## config.mk

```make
export PLATFORM = sky130hd
export DESIGN_NAME = dual_addsub_unit
export DESIGN_NICKNAME = d
export VERILOG_FILES = /design/src/rtl/dual_addsub_pkg.sv /design/src/rtl/dual_addsub_decode.sv /design/src/rtl/dual_addsub_lane.sv /design/src/rtl/dual_addsub_unit.sv
export SDC_FILE = /design/constraint.sdc
export NUM_CORES = 1
export LEC_CHECK = 0
export BUFFER_PORTS_ARGS = -buffer_cell sky130_fd_sc_hd__buf_2
export CAP_MARGIN = 5
export CORE_ASPECT_RATIO = 1.75
export CORE_MARGIN = 8
export CORE_UTILIZATION = 37
export DETAILED_ROUTE_END_ITERATION = 8
export GPL_TIMING_DRIVEN = 0
export HOLD_SLACK_MARGIN = 0.12
export MAX_ROUTING_LAYER = met4
export SETUP_SLACK_MARGIN = 0.3
export SYNTH_ARGS = -nofsm -noshare
export SYNTH_HDL_FRONTEND = slang
export SYNTH_SLANG_ARGS = --single-unit
```

## constraint.sdc

```tcl
create_clock -name clk -period 6.8 [get_ports clk]
set_input_delay 0.68 -clock clk [delete_from_list [all_inputs] [get_ports clk]]
set_output_delay 0.68 -clock clk [all_outputs]
set_load 0.005 [all_outputs]
```

## src/rtl/dual_addsub_pkg.sv

```systemverilog
package dual_addsub_pkg;

  localparam int INSTR_W = 32;
  localparam int IDX_W   = 4;
  localparam int NLANES  = 2;

  localparam logic [5:0] OPC_MINOR       = 6'h18;
  localparam logic [5:0] OPC_MAJOR_DFLT  = 6'h1C;

  // lane 0 = path A, lane 1 = path D
  typedef struct packed {
    logic [5:0]       major;
    logic [1:0]       pattern;
    logic [1:0]       pad;
    logic [IDX_W-1:0] dst_d;
    logic [IDX_W-1:0] src_c;
    logic [IDX_W-1:0] src_b;
    logic [IDX_W-1:0] dst_a;
    logic [5:0]       minor;
  } instr_t;

endpackage

```

## src/rtl/dual_addsub_decode.sv

```systemverilog
module dual_addsub_decode
  import dual_addsub_pkg::*;
#(
  parameter logic [5:0] MAJOR_OPC = OPC_MAJOR_DFLT
) (
  input  logic                        valid,
  input  logic [INSTR_W-1:0]          word,
  output logic                        hit,
  output logic [NLANES-1:0]           lane_en,
  output logic [NLANES-1:0]           lane_sub,
  output logic [NLANES-1:0][IDX_W-1:0] lane_dst,
  output logic [IDX_W-1:0]            src_b,
  output logic [IDX_W-1:0]            src_c
);

  instr_t f;
  logic   pad_clean;

  always_comb begin
    f         = instr_t'(word);
    hit       = valid && (f.minor == OPC_MINOR) && (f.major == MAJOR_OPC);
    pad_clean = (f.pad == 2'b00);
    src_b     = f.src_b;
    src_c     = f.src_c;
    lane_dst[0] = f.dst_a;
    lane_dst[1] = f.dst_d;
    // pattern bit 1 steers path A, bit 0 steers path D
    lane_sub[0] = f.pattern[1];
    lane_sub[1] = f.pattern[0];
    for (int i = 0; i < NLANES; i++) begin
      lane_en[i] = hit && pad_clean && (lane_dst[i] != '0);
    end
  end

endmodule

```

## src/rtl/dual_addsub_lane.sv

```systemverilog
module dual_addsub_lane #(
  parameter int DATA_W = 32
) (
  input  logic [DATA_W-1:0] opnd_b,
  input  logic [DATA_W-1:0] opnd_c,
  input  logic              sub_sel,
  output logic [DATA_W-1:0] result,
  output logic              flag
);

  logic [DATA_W-1:0] sum_v;
  logic [DATA_W-1:0] diff_v;

  always_comb begin
    sum_v  = opnd_b + opnd_c;
    diff_v = opnd_b - opnd_c;
    if (sub_sel) begin
      result = diff_v;
      flag   = (opnd_b > opnd_c);
    end else begin
      result = sum_v;
      flag   = (opnd_b > sum_v);
    end
  end

endmodule

```

## src/rtl/dual_addsub_unit.sv

```systemverilog
module dual_addsub_unit
  import dual_addsub_pkg::*;
#(
  parameter int          DATA_W    = 32,
  parameter logic [5:0]  MAJOR_OPC = OPC_MAJOR_DFLT,
  parameter logic [DATA_W-1:0] CTRL_INIT = '0
) (
  input  logic                 clk,
  input  logic                 rst,
  input  logic                 instr_valid,
  input  logic [INSTR_W-1:0]   instr_word,
  output logic [IDX_W-1:0]     rd_idx_b,
  output logic [IDX_W-1:0]     rd_idx_c,
  input  logic [DATA_W-1:0]    rd_data_b,
  input  logic [DATA_W-1:0]    rd_data_c,
  output logic                 wr_en_a,
  output logic [IDX_W-1:0]     wr_idx_a,
  output logic [DATA_W-1:0]    wr_data_a,
  output logic                 wr_en_d,
  output logic [IDX_W-1:0]     wr_idx_d,
  output logic [DATA_W-1:0]    wr_data_d,
  output logic [DATA_W-1:0]    ctrl_q,
  output logic                 done
);

  localparam int FLAG_TOP = DATA_W - 1;

  logic                         hit;
  logic [NLANES-1:0]            lane_en;
  logic [NLANES-1:0]            lane_sub;
  logic [NLANES-1:0][IDX_W-1:0] lane_dst;
  logic [NLANES-1:0][DATA_W-1:0] lane_res;
  logic [NLANES-1:0]            lane_flag;
  logic [IDX_W-1:0]             src_b;
  logic [IDX_W-1:0]             src_c;
  logic [DATA_W-1:0]            opnd_b;
  logic [DATA_W-1:0]            opnd_c;

  logic [NLANES-1:0]            wen_q;
  logic [NLANES-1:0][IDX_W-1:0] widx_q;
  logic [NLANES-1:0][DATA_W-1:0] wdat_q;
  logic [DATA_W-1:0]            ctrl_r;
  logic                         done_r;

  dual_addsub_decode #(.MAJOR_OPC(MAJOR_OPC)) dec_i (
    .valid    (instr_valid),
    .word     (instr_word),
    .hit      (hit),
    .lane_en  (lane_en),
    .lane_sub (lane_sub),
    .lane_dst (lane_dst),
    .src_b    (src_b),
    .src_c    (src_c)
  );

  assign rd_idx_b = src_b;
  assign rd_idx_c = src_c;

  // register 0 is a hard zero
  assign opnd_b = (src_b == '0) ? '0 : rd_data_b;
  assign opnd_c = (src_c == '0) ? '0 : rd_data_c;

  for (genvar g = 0; g < NLANES; g++) begin : g_lane
    dual_addsub_lane #(.DATA_W(DATA_W)) lane_i (
      .opnd_b  (opnd_b),
      .opnd_c  (opnd_c),
      .sub_sel (lane_sub[g]),
      .result  (lane_res[g]),
      .flag    (lane_flag[g])
    );

    always_ff @(posedge clk) begin
      if (rst) begin
        wen_q[g]  <= 1'b0;
        widx_q[g] <= '0;
        wdat_q[g] <= '0;
      end else begin
        wen_q[g] <= lane_en[g];
        if (lane_en[g]) begin
          widx_q[g] <= lane_dst[g];
          wdat_q[g] <= lane_res[g];
        end
      end
    end
  end

  // flag of lane i lands at bit FLAG_TOP-i
  always_ff @(posedge clk) begin
    if (rst) begin
      ctrl_r <= CTRL_INIT;
      done_r <= 1'b0;
    end else begin
      done_r <= hit;
      for (int i = 0; i < NLANES; i++) begin
        if (lane_en[i]) ctrl_r[FLAG_TOP-i] <= lane_flag[i];
      end
    end
  end

  assign wr_en_a   = wen_q[0];
  assign wr_idx_a  = widx_q[0];
  assign wr_data_a = wdat_q[0];
  assign wr_en_d   = wen_q[1];
  assign wr_idx_d  = widx_q[1];
  assign wr_data_d = wdat_q[1];
  assign ctrl_q    = ctrl_r;
  assign done      = done_r;

endmodule

```

==> results by group, run 1 <==
Status
  – Status: complete, no violations

STA
  – Hold Slack: 0.454 ns
  – Setup-failing EPs final: 0
  – Post-Route Skew: 0 ns
  – Minimum clock period: 6.30 ns
  – Slew @ Worst Pin: 0.773 ns
  – Final Hold Vio Count: 0
  – RSZ-0062 raised after global routing: no
  – Slew Viols, Final: 0
  – Tcrit/Tclk final: 0.927
  – Max frequency: 0.159 GHz
  – Headroom to the max-slew limit: 0.485
  – Setup_tns: 0 ns

Route
  – DR WL/cell: 21.1 um
  – DR pass1 iterations: 7
  – Drt total wl: 35,000 um
  – Final ANT Viol Nets: 0
  – Initial DRC count: 529
  – Vias: 9,147
  – DR vias/cell: 5.52
  – DRC viols: 0

Placement
  – PortBufs: 182
  – Dpl hpwl: 29,500 um
  – RD Place Congestion: 0.972

Worst setup path
  – Crit path DAT: 6.49 ns
  – Crit path launch type: input pin
  – Critical Path End Type: register
  – Reg-to-reg critical path endpoint: wr_data_d[31]$_SDFFE_PP0P_
  – Reg2reg start: wr_data_d[31]$_SDFFE_PP0P_
  – Crit path max fanout: 10
  – Reg2Reg Setup Slack: 5.86 ns
  – Slowest stage delay, CP: 0.72 ns
  – Worst Reg-to-Reg Cells: 3
  – Worst EP required: 6.99 ns
  – CP max stage cell: or4_2
  – Crit path kind: input pin to register
  – Worst path cell trace: buf_2, or4_2, clkbuf_1, and2_1, ha_1, clkbuf_1, o211ai_1, a21oi_1, o21ai_2, a211oi_2, o31a_1, o211ai_1, buf_4, buf_4, a211oi_2, nor2_1, xnor2_1, ha_1, nand4_1, or3_4, nor4_2, nand2_1, o31ai_4, a2111oi_0

Yosys
  – Post-Synthesis Cell Area: 8410 um^2
  – Yosys top cell by area: dfxtp_1
  – Ys async rst share: 0
  – Post-synth EDFFs: 0
  – Gate Count Post-Synth: 1,126
  – Yosys warns: 0
  – Avg Cell Area, Syn: 7.47 um^2
  – Synth top area cells: dfxtp_1 18%, ha_1 14%, nor2_1 5.6%
  – Top FF cell, synth: dfxtp_1
  – #FFs+latches synth: 77
  – Yosys cell types: 84
  – Post-synthesis sequential area ratio: 0.183
  – Top-area cell type share of the netlist area: 0.183

Clock tree
  – Worst-Skew Late Latency: 0.34 ns
  – Worst-case clock buffer depth: 2
  – Hold-fix buffers, CTS: 0
  – CTS sink count: 77
  – H-Tree Level Count: 3
  – TritonCTS clock tree: yes
  – CTS buffer count: 9
  – Root Driver: clkbuf_16
  – Worst-path clk slew: 0.06 ns

Worst hold path
  – Worst hold stages: 2
  – Worst Hold Launch: wr_idx_d[2]$_SDFFE_PP0P_
  – HP Class: register to register
  – Hold Path End: wr_idx_d[2]$_SDFFE_PP0P_

Run
  – Max cap viols: 0

Die
  – Die Ht: 215 um
  – I/O Pins: 214
  – Site Rows: 73
  – Die width: 130 um
  – Core ar.: 22,600 um^2
  – Starting density of the core: 0.373
  – Die Footprint: 28,000 um^2

Pwr
  – Switching Fraction: 0.407
  – Peak VDD IR: 0.100 mV
  – Comb pwr share: 0.474
  – Share of power burned in registers: 0.255
  – PD cells: 172 nW/um^2
  – Clock power frac: 0.271
  – Leak: 4.78 nW
  – Internal: 1.05 mW
  – Switching power: 718 uW
  – Final Power: 1.77 mW

Global route
  – Vias in the first global route: 9,419
  – Antenna violations before repair: 1
  – GRT Util Overall: 0.250
  – Grt ovf: 0
  – First-pass GRT wire length: 51,600 um
  – Largest net degree at the start of global routing: 13

Finish
  – Fin nets: 1,543
  – Synthesis-to-layout area growth: 22.1%
  – Share of layout cells above drive strength 1: 0.214
==> cells in the final DEF (no fill, tap or decap), drive strengths merged, types with 10 or more instances in the layout <==
cell and instances:
o211ai 17, mux2i 21, nand3 21, clkbuf 59
buf 238, ha 91, xnor2 40, nor2 125
a21oi 83, nand2 89, xor2 11, o21bai 18
o21ai 43, and2 47, conb 30, or3 12
dfxtp 77, nand3b 11, a21o 16, a221oi 10
a211oi 37, nor2b 15, nor3 21, inv 73
==> how the worst max path moves through the flow <==
stage,start,to,slack [ns],cells past startpoint
2_1_floorplan,instr_word[11],ctrl_q[31]$_SDFFE_PP0P_,1.30,23
6_report,instr_word[11],ctrl_q[30]$_SDFFE_PP0P_,0.50,24
4_1_cts,instr_word[11],ctrl_q[30]$_SDFFE_PP0P_,0.31,22
3_5_place_dp,instr_word[11],ctrl_q[30]$_SDFFE_PP0P_,-0.56,23
3_3_place_gp,instr_word[11],ctrl_q[31]$_SDFFE_PP0P_,-0.51,23
5_1_grt,instr_word[11],ctrl_q[31]$_SDFFE_PP0P_,0.28,24
==> layer usage <==
metal / part of all wire / up-vias / global-route usage
met5: 0 / - / -
met4: 0.082 / 0 / 0.188
met3: 0.037 / 120 / 0.0193
met2: 0.53 / 355 / 0.463
met1: 0.35 / 4287 / 0.231
li1: - / 4385 / -
==> worst max-delay path, delay by kind of cell <==
kind / cells / cell delay (ns)
and+or+nand+nor: 7 / 2.05
xor gates and xnor gates: 1 / 0.36
AOI/OAI and AO/OA: 9 / 1.86
buffers and inverters: 5 / 1.00
adders and majority gates: 2 / 0.52
==> flip-flops by register name, summed over array words and instances (netlist names) <==
name       cells
wr_data_a     32
wr_en_a        1
wr_idx_a       4
wr_en_d        1
wr_data_d     32
done           1
ctrl_q         2
wr_idx_d       4
==> power groups by stage <==
stage,logic [mW],registers (mW),clock network [mW]
final,0.836,0.451,0.478
after global placement,0.789,0.461,0
after global routing,0.904,0.451,0.499
after CTS,0.811,0.451,0.485
after detailed placement,0.797,0.461,0
after floorplan,0.545,0.461,0
==> stage by stage <==
stage	instances	utilization	instance area [um^2]	worst slack, ns
after floorplan	1155	-	8520	1.30
after global placement	1637	0.435	9800	-0.510
after detailed placement	1637	0.435	9800	-0.557
after CTS	1652	0.450	10200	0.307
after global routing	1655	0.455	10300	0.284
final	1656	0.455	10300	0.496
==> what timing repair did <==
item,CTS,global route
setup endpoints to repair,2,2
endpoints found under the hold margin,0,0
setup buffers,0,3
resized for setup,14,18
pin swaps,1,4
cloned,0,0
==> Yosys cell counts (all sizes together), types with 5 or more instances <==
cell / instances
nand4: 7
mux2i: 21
a221oi: 10
a21oi: 83
a21o: 16
o21a: 7
o2111a: 5
xor2: 11
and2: 47
a31oi: 8
nor2b: 15
nand2: 89
a211oi: 37
dfxtp: 77
o31ai: 6
clkbuf: 48
inv: 72
o41ai: 8
mux2: 9
xnor2: 40
nand3b: 11
ha: 91
o21ai: 43
nand3: 21
o221ai: 8
nor2: 125
or3: 12
nor3: 21
buf: 52
o211ai: 17
nand2b: 9
nor4: 7
o21bai: 18
==> final cells by class <==
cell class | count | area [um^2]
antenna | 1 | 2.50
buffer | 100 | 541
clock buffer | 12 | 236
clock inverter | 3 | 46.3
fill | 2351 | 12300
inverter | 74 | 278
multi-input combinational | 904 | 6310
sequential | 77 | 1540
tap | 300 | 375
timing repair buffer | 185 | 933
==> kinds of logic (layout without fill, tap and decap cells) <==
kind of cell | count (synthesis) | count (layout) | share of synthesized area
and+or+nand+nor | 383 | 383 | 0.221
AOI/OAI and AO/OA | 315 | 315 | 0.265
buffers and inverters | 174 | 374 | 0.0964
adders and majority gates | 95 | 95 | 0.143
DFF | 77 | 77 | 0.183
xor gates and xnor gates | 51 | 51 | 0.0540
muxes | 30 | 30 | 0.0371
other | 1 | 31 | 0.000446
Note: power is estimated with default switching activity, not from simulation.
==> run 2, diff against run 1 <==
Settings changed: CORE_UTILIZATION 37 to 50, PLACE_DENSITY set to 0.76.
==> results by group, run 2 (synthesis gave the netlist of run 1 again) <==
Global route
  – First-pass GRT wire length: 50,600 um (-1.9%)
  – Antenna violations before repair: 0 (-1)
  – GRT Util Overall: 0.315 (+0.0647)
  – Vias in the first global route: 9,406 (-0.14%)
  – Largest net degree at the start of global routing: 16 (+3)
  – Grt ovf: 0 (unchanged)

Worst setup path
  – Worst path bufs/invs: 4 (-1)
  – Top delay family on crit path: simple AND/OR/NAND/NOR gates
  – Critical Path Stages: 23 (-4.2%)
  – Crit path launch type: input pin
  – Reg2Reg Setup Slack: 5.89 ns (+0.03 ns)
  – First element of the critical path: instr_word[11]
  – Crit path max fanout: 10 (unchanged)
  – Crit path kind: input pin to register
  – Worst Reg-to-Reg Cells: 3 (unchanged)
  – Slowest stage delay, CP: 0.74 ns (+0.02 ns)
  – Critical Path End Type: register
  – Worst EP required: 6.99 ns (about the same)
  – Crit path DAT: 6.50 ns (about the same)
  – CP max stage cell: or4_2
  – Worst path cell trace: buf_2, or4_2, clkbuf_1, and2_1, ha_1, buf_2, nor2b_1, o31a_1, o21ai_2, a211oi_4, o31a_1, o211ai_1, buf_4, a211oi_2, nor2_1, xnor2_1, ha_1, nand4_1, or3_4, nor4_2, nand2_1, o31ai_2, a2111oi_0
  – Reg2reg start: wr_data_a[31]$_SDFFE_PP0P_

STA
  – Slew @ Worst Pin: 0.914 ns (+0.141 ns)
  – Minimum clock period: 6.30 ns (-0.00179 ns)
  – Post-Route Skew: 0 ns (unchanged)
  – Setup_tns: 0 ns (unchanged)
  – Hold Slack: 0.451 ns (-0.00261 ns)
  – RSZ-0062 raised after global routing: no
  – Slew Viols, Final: 0 (unchanged)
  – Setup-failing EPs final: 0 (unchanged)
  – Tcrit/Tclk final: 0.927 (about the same)
  – Final worst slack: 0.498 ns (+0.00179 ns)
  – Headroom to the max-slew limit: 0.383 (-0.102)
  – Max frequency: 0.159 GHz (about the same)
  – Final Hold Vio Count: 0 (unchanged)

Finish
  – Antenna Cells: 0 (-1)
  – Most common cell after layout, fill and taps aside: buf_2
  – Commonest non-fill, non-tap cells in the layout: 188 x buf_2, 124 x nor2_1, 91 x ha_1, 88 x nand2_1, 83 x a21oi_1
  – Fin nets: 1,544 (+0.065%)
  – Share of layout cells above drive strength 1: 0.217 (+0.00263)
  – Synthesis-to-layout area growth: 20.9%

Route
  – Drt total wl: 33,500 um (-4.4%)
  – Initial DRC count: 611 (+16%)
  – Final ANT Viol Nets: 0 (unchanged)
  – DRC viols: 0 (unchanged)
  – Vias: 9,257 (+1.2%)
  – DR WL/cell: 21.1 um (about the same)
  – DR pass1 iterations: 5 (-2)
  – DR vias/cell: 5.84 (+5.8%)

Clock tree
  – TritonCTS clock tree: yes
  – Hold-fix buffers, CTS: 0 (unchanged)
  – CTS buffer count: 9 (unchanged)
  – Worst-case clock buffer depth: 2 (unchanged)
  – Worst-path clk slew: 0.07 ns (about the same)
  – Root Driver: clkbuf_16
  – Worst-Skew Late Latency: 0.34 ns (about the same)
  – CTS sink count: 77 (unchanged)
  – H-Tree Level Count: 3 (unchanged)

Placement
  – RD Place Congestion: 1.01 (+3.7%)
  – Dpl ws: -0.533 ns (+0.0240 ns)
  – Dpl hpwl: 28,000 um (-5.0%)
  – PortBufs: 182 (unchanged)

Worst hold path
  – Worst hold stages: 2 (unchanged)
  – HP Class: register to register
  – Worst Hold Launch: wr_data_a[9]$_SDFFE_PP0P_

Die
  – Core ar.: 16,700 um^2 (-26%)
  – Die Footprint: 21,400 um^2 (-24%)
  – Die Ht: 188 um (-13%)
  – Site Rows: 63 (-14%)
  – Starting density of the core: 0.503 (+0.130)
  – I/O Pins: 214 (unchanged)
  – Die width: 114 um (-12%)

Pwr
  – Peak VDD IR: 0.121 mV (+21%)
  – PD cells: 172 nW/um^2 (+0.21%)
  – Share of power burned in registers: 0.257 (+0.002)
  – Final Power: 1.75 mW (-0.81%)
  – Leak: 4.78 nW (about the same)
  – Comb pwr share: 0.477 (+0.003)
  – Internal: 1.02 mW (-2.8%)
  – Clock power frac: 0.266 (-0.005)
  – Switching Fraction: 0.418 (+0.0118)
  – Switching power: 733 uW (+2.1%)

Status
  – Status: complete, no violations

Run
  – Max cap viols: 0 (unchanged)
-- run 2: final timing paths --
| kind | to |
|---|---|
| min reg2reg | wr_data_a[9]$_SDFFE_PP0P_ |
| max | ctrl_q[30]$_SDFFE_PP0P_ |
| max reg2reg | wr_data_a[31]$_SDFFE_PP0P_ |
| min | wr_data_a[9]$_SDFFE_PP0P_ |
-- run 2: area by class of cell --
| cell class | count | area [um^2] |
|---|---|---|
| buffer | 100 | 541 |
| clock buffer | 9 | 225 |
| clock inverter | 7 | 58.8 |
| fill | 1704 | 6550 |
| inverter | 74 | 278 |
| multi-input combinational | 904 | 6300 |
| sequential | 77 | 1540 |
| tap | 227 | 284 |
| timing repair buffer | 186 | 941 |
-- run 2: layer usage --
layer  routed length [um]  track usage  part of all wire  up-vias
met3                 1660       0.0419             0.050      150
met2                17300        0.573              0.52      417
met4                 3400        0.266              0.10        0
met1                11100        0.279              0.33     4282
met5                    0            -                 0        -
li1                     -            -                 -     4408
-- run 2: through the flow --
stage	instance area [um^2]	instances	utilization
2_1_floorplan	8520	1155	-
3_3_place_gp	9710	1564	0.581
3_5_place_dp	9710	1564	0.581
4_1_cts	10100	1581	0.603
5_1_grt	10200	1584	0.608
6_report	10200	1584	0.608
-- run 2: repair_timing --
| action | CTS | global route |
|---|---|---|
| pin swaps | 2 | 3 |
| setup endpoints to repair | 2 | 2 |
| gates cloned | 0 | 0 |
| buffers inserted | 1 | 3 |
| gates resized for setup | 13 | 18 |
-- run 2: power groups by stage --
stage	registers, mW	logic [mW]	clock network (mW)
final	0.451	0.835	0.465
after global routing	0.451	0.901	0.489
after CTS	0.451	0.809	0.465
after detailed placement	0.461	0.794	0
after global placement	0.461	0.783	0
after floorplan	0.461	0.545	0
-- run 2: worst min-delay path: stages, from the launching register on --
cell and delay, ns:
dfxtp_1 0.31, nand2_1 0.05, a21oi_1 0.05
==> run 3, diff against run 2 <==
Settings changed: CTS_BUF_LIST set to sky130_fd_sc_hd__clkbuf_4 sky130_fd_sc_hd__clkbuf_8, PLACE_DENSITY 0.76 to 0.75.
==> results by group, run 3 (synthesis gave the netlist of run 1 again) <==
Worst setup path
  – CP max stage cell: or4_2
  – Crit path DAT: 6.57 ns (+0.07 ns)
  – Worst path bufs/invs: 3 (-1)
  – Worst EP required: 7.02 ns (+0.03 ns)
  – Worst path cell trace: buf_2, or4_2, clkbuf_1, and2_1, ha_1, clkbuf_1, o211ai_1, a21oi_1, o21ai_2, a211oi_2, o41ai_2, o21bai_1, a211oi_1, xnor2_1, ha_1, nand2_1, nor4_1, a2111oi_0, o21ai_0, o221a_2, o31ai_2, a2111oi_0
  – Slowest stage delay, CP: 0.74 ns (about the same)
  – Crit path max fanout: 10 (unchanged)
  – Reg2reg start: wr_data_a[31]$_SDFFE_PP0P_
  – Critical Path Stages: 22 (-4.3%)
  – Reg2Reg Setup Slack: 5.87 ns (-0.02 ns)
  – Worst Reg-to-Reg Cells: 3 (unchanged)
  – Crit path launch type: input pin
  – Reg-to-reg critical path endpoint: wr_data_a[31]$_SDFFE_PP0P_
  – Top delay family on crit path: compound AO/OA/AOI/OAI gates
  – Critical Path End Type: register
  – Crit path kind: input pin to register

STA
  – Setup-failing EPs final: 0 (unchanged)
  – Slew Viols, Final: 0 (unchanged)
  – Minimum clock period: 6.35 ns (+0.0497 ns)
  – Max frequency: 0.157 GHz (-0.78%)
  – Slew @ Worst Pin: 0.745 ns (-0.169 ns)
  – RSZ-0062 raised after global routing: no
  – Hold Slack: 0.456 ns (+0.00498 ns)
  – Tcrit/Tclk final: 0.934 (+0.00730)
  – Post-Route Skew: 0 ns (unchanged)
  – Headroom to the max-slew limit: 0.497 (+0.114)
  – Final Hold Vio Count: 0 (unchanged)

Route
  – DR pass1 iterations: 7 (+2)
  – Final ANT Viol Nets: 0 (unchanged)
  – Top Metal Used: met4
  – Vias: 9,194 (-0.68%)
  – DR WL/cell: 21.4 um (+1.1%)
  – DRC viols: 0 (unchanged)
  – DR vias/cell: 5.82 (-0.49%)
  – Drt total wl: 33,800 um (+0.91%)
  – Met2 wire length: 17,500 um (+1.2%)
  – Routed wl met3: 1590 um (-4.1%)
  – Initial DRC count: 550 (-10%)
  – Wl on met1: 11,300 um (+2.3%)

Die
  – Die width: 114 um (unchanged)
  – Die Footprint: 21,400 um^2 (unchanged)
  – I/O Pins: 214 (unchanged)
  – Site Rows: 63 (unchanged)
  – Core ar.: 16,700 um^2 (unchanged)
  – Die Ht: 188 um (unchanged)
  – Starting density of the core: 0.503 (unchanged)

Pwr
  – PD cells: 162 nW/um^2 (-6.2%)
  – Switching power: 716 uW (-2.3%)
  – Share of power burned in registers: 0.279 (+0.022)
  – Leak: 4.70 nW (-1.7%)
  – Clock power frac: 0.211 (-0.055)
  – Peak VDD IR: 0.101 mV (-17%)
  – Comb pwr share: 0.510 (+0.033)
  – Internal: 899 uW (-12%)
  – Switching Fraction: 0.443 (+0.0249)

Global route
  – First-pass GRT wire length: 50,800 um (+0.37%)
  – GRT Util Overall: 0.317 (+0.00271)
  – Vias in the first global route: 9,330 (-0.81%)
  – Largest net degree at the start of global routing: 17 (+1)
  – Grt ovf: 0 (unchanged)
  – Antenna violations before repair: 1 (+1)

Placement
  – Placed instance count: 1,564 (unchanged)
  – RD Place Congestion: 1.02 (+1.5%)
  – PortBufs: 182 (unchanged)
  – Dpl hpwl: 28,400 um (+1.4%)

Clock tree
  – Root Driver: clkbuf_8
  – Hold-fix buffers, CTS: 0 (unchanged)
  – TritonCTS clock tree: yes
  – Worst-path clk slew: 0.09 ns (+0.02 ns)
  – H-Tree Level Count: 3 (unchanged)
  – Worst-case clock buffer depth: 2 (unchanged)
  – Worst-Skew Late Latency: 0.36 ns (+0.02 ns)
  – CTS buffer count: 9 (unchanged)
  – CTS sink count: 77 (unchanged)

Finish
  – Commonest non-fill, non-tap cells in the layout: 188 x buf_2, 124 x nor2_1, 91 x ha_1, 88 x nand2_1, 83 x a21oi_1
  – Antenna Cells: 0 (unchanged)
  – Share of layout cells above drive strength 1: 0.210 (-0.00691)
  – Most common cell after layout, fill and taps aside: buf_2
  – Synthesis-to-layout area growth: 18.8%
  – Fin nets: 1,541 (-0.19%)
  – Post-Layout Cell Count: 1,581 (-0.19%)

Status
  – Status: complete, no violations

Worst hold path
  – Hold Path End: wr_data_a[5]$_SDFFE_PP0P_
  – Worst Hold Launch: wr_data_a[5]$_SDFFE_PP0P_
  – HP Class: register to register
  – Worst hold stages: 2 (unchanged)

Run
  – Max cap viols: 0 (unchanged)
[run 3: power by group through the flow]
stage	sequential [mW]	combinational (mW)	clock [mW]
floorplan	0.461	0.545	0
global placement	0.461	0.783	0
detailed placement	0.461	0.792	0
CTS	0.450	0.804	0.338
global route	0.451	0.892	0.359
finish	0.450	0.824	0.340
[run 3: final cells by class]
type / count / area [um^2]
Clock buffer: 9 / 124
Tap cell: 227 / 284
Fill cell: 1709 / 6730
Buffer: 100 / 538
Inverter: 74 / 278
Sequential cell: 77 / 1540
Multi-Input combinational cell: 904 / 6240
Clock inverter: 7 / 61.3
Timing Repair Buffer: 183 / 918
[run 3: repair_timing]
action | 4_1_cts | 5_1_grt
buffers inserted | 0 | 1
resized for setup | 9 | 10
pin swaps | 0 | 1
hold endpoints to repair | 0 | 0
endpoints found under the setup margin | 2 | 2
[run 3: layer usage]
metal	global-route usage	vias up
li1	-	4381
met1	0.282	4292
met5	-	-
met4	0.276	0
met3	0.0403	143
met2	0.575	378
[run 3: worst min-delay path: stages (launching register included)]
cell and delay [ns]:
dfxtp_1 0.32, nand2_1 0.05, a21oi_1 0.05
[run 3: how the worst max path moves through the flow]
stage | slack, ns | start | endpoint
floorplan | 1.30 | instr_word[11] | ctrl_q[31]$_SDFFE_PP0P_
global placement | -0.52 | instr_word[11] | ctrl_q[31]$_SDFFE_PP0P_
detailed placement | -0.52 | instr_word[11] | ctrl_q[30]$_SDFFE_PP0P_
CTS | 0.31 | instr_word[11] | ctrl_q[30]$_SDFFE_PP0P_
global route | 0.22 | instr_word[11] | ctrl_q[31]$_SDFFE_PP0P_
finish | 0.45 | instr_word[11] | ctrl_q[31]$_SDFFE_PP0P_
[run 3: through the flow]
stage               instance area (um^2)  power, mW  worst slack [ns]  utilization  TNS [ns]
finish                              9990       1.61             0.448        0.598         0
global route                        9990       1.70             0.219        0.598         0
CTS                                 9940       1.59             0.310        0.595         0
detailed placement                  9710       1.25            -0.523        0.581     -1.04
global placement                    9710       1.24            -0.521        0.581     -1.03
floorplan                           8520       1.01              1.30            -         0
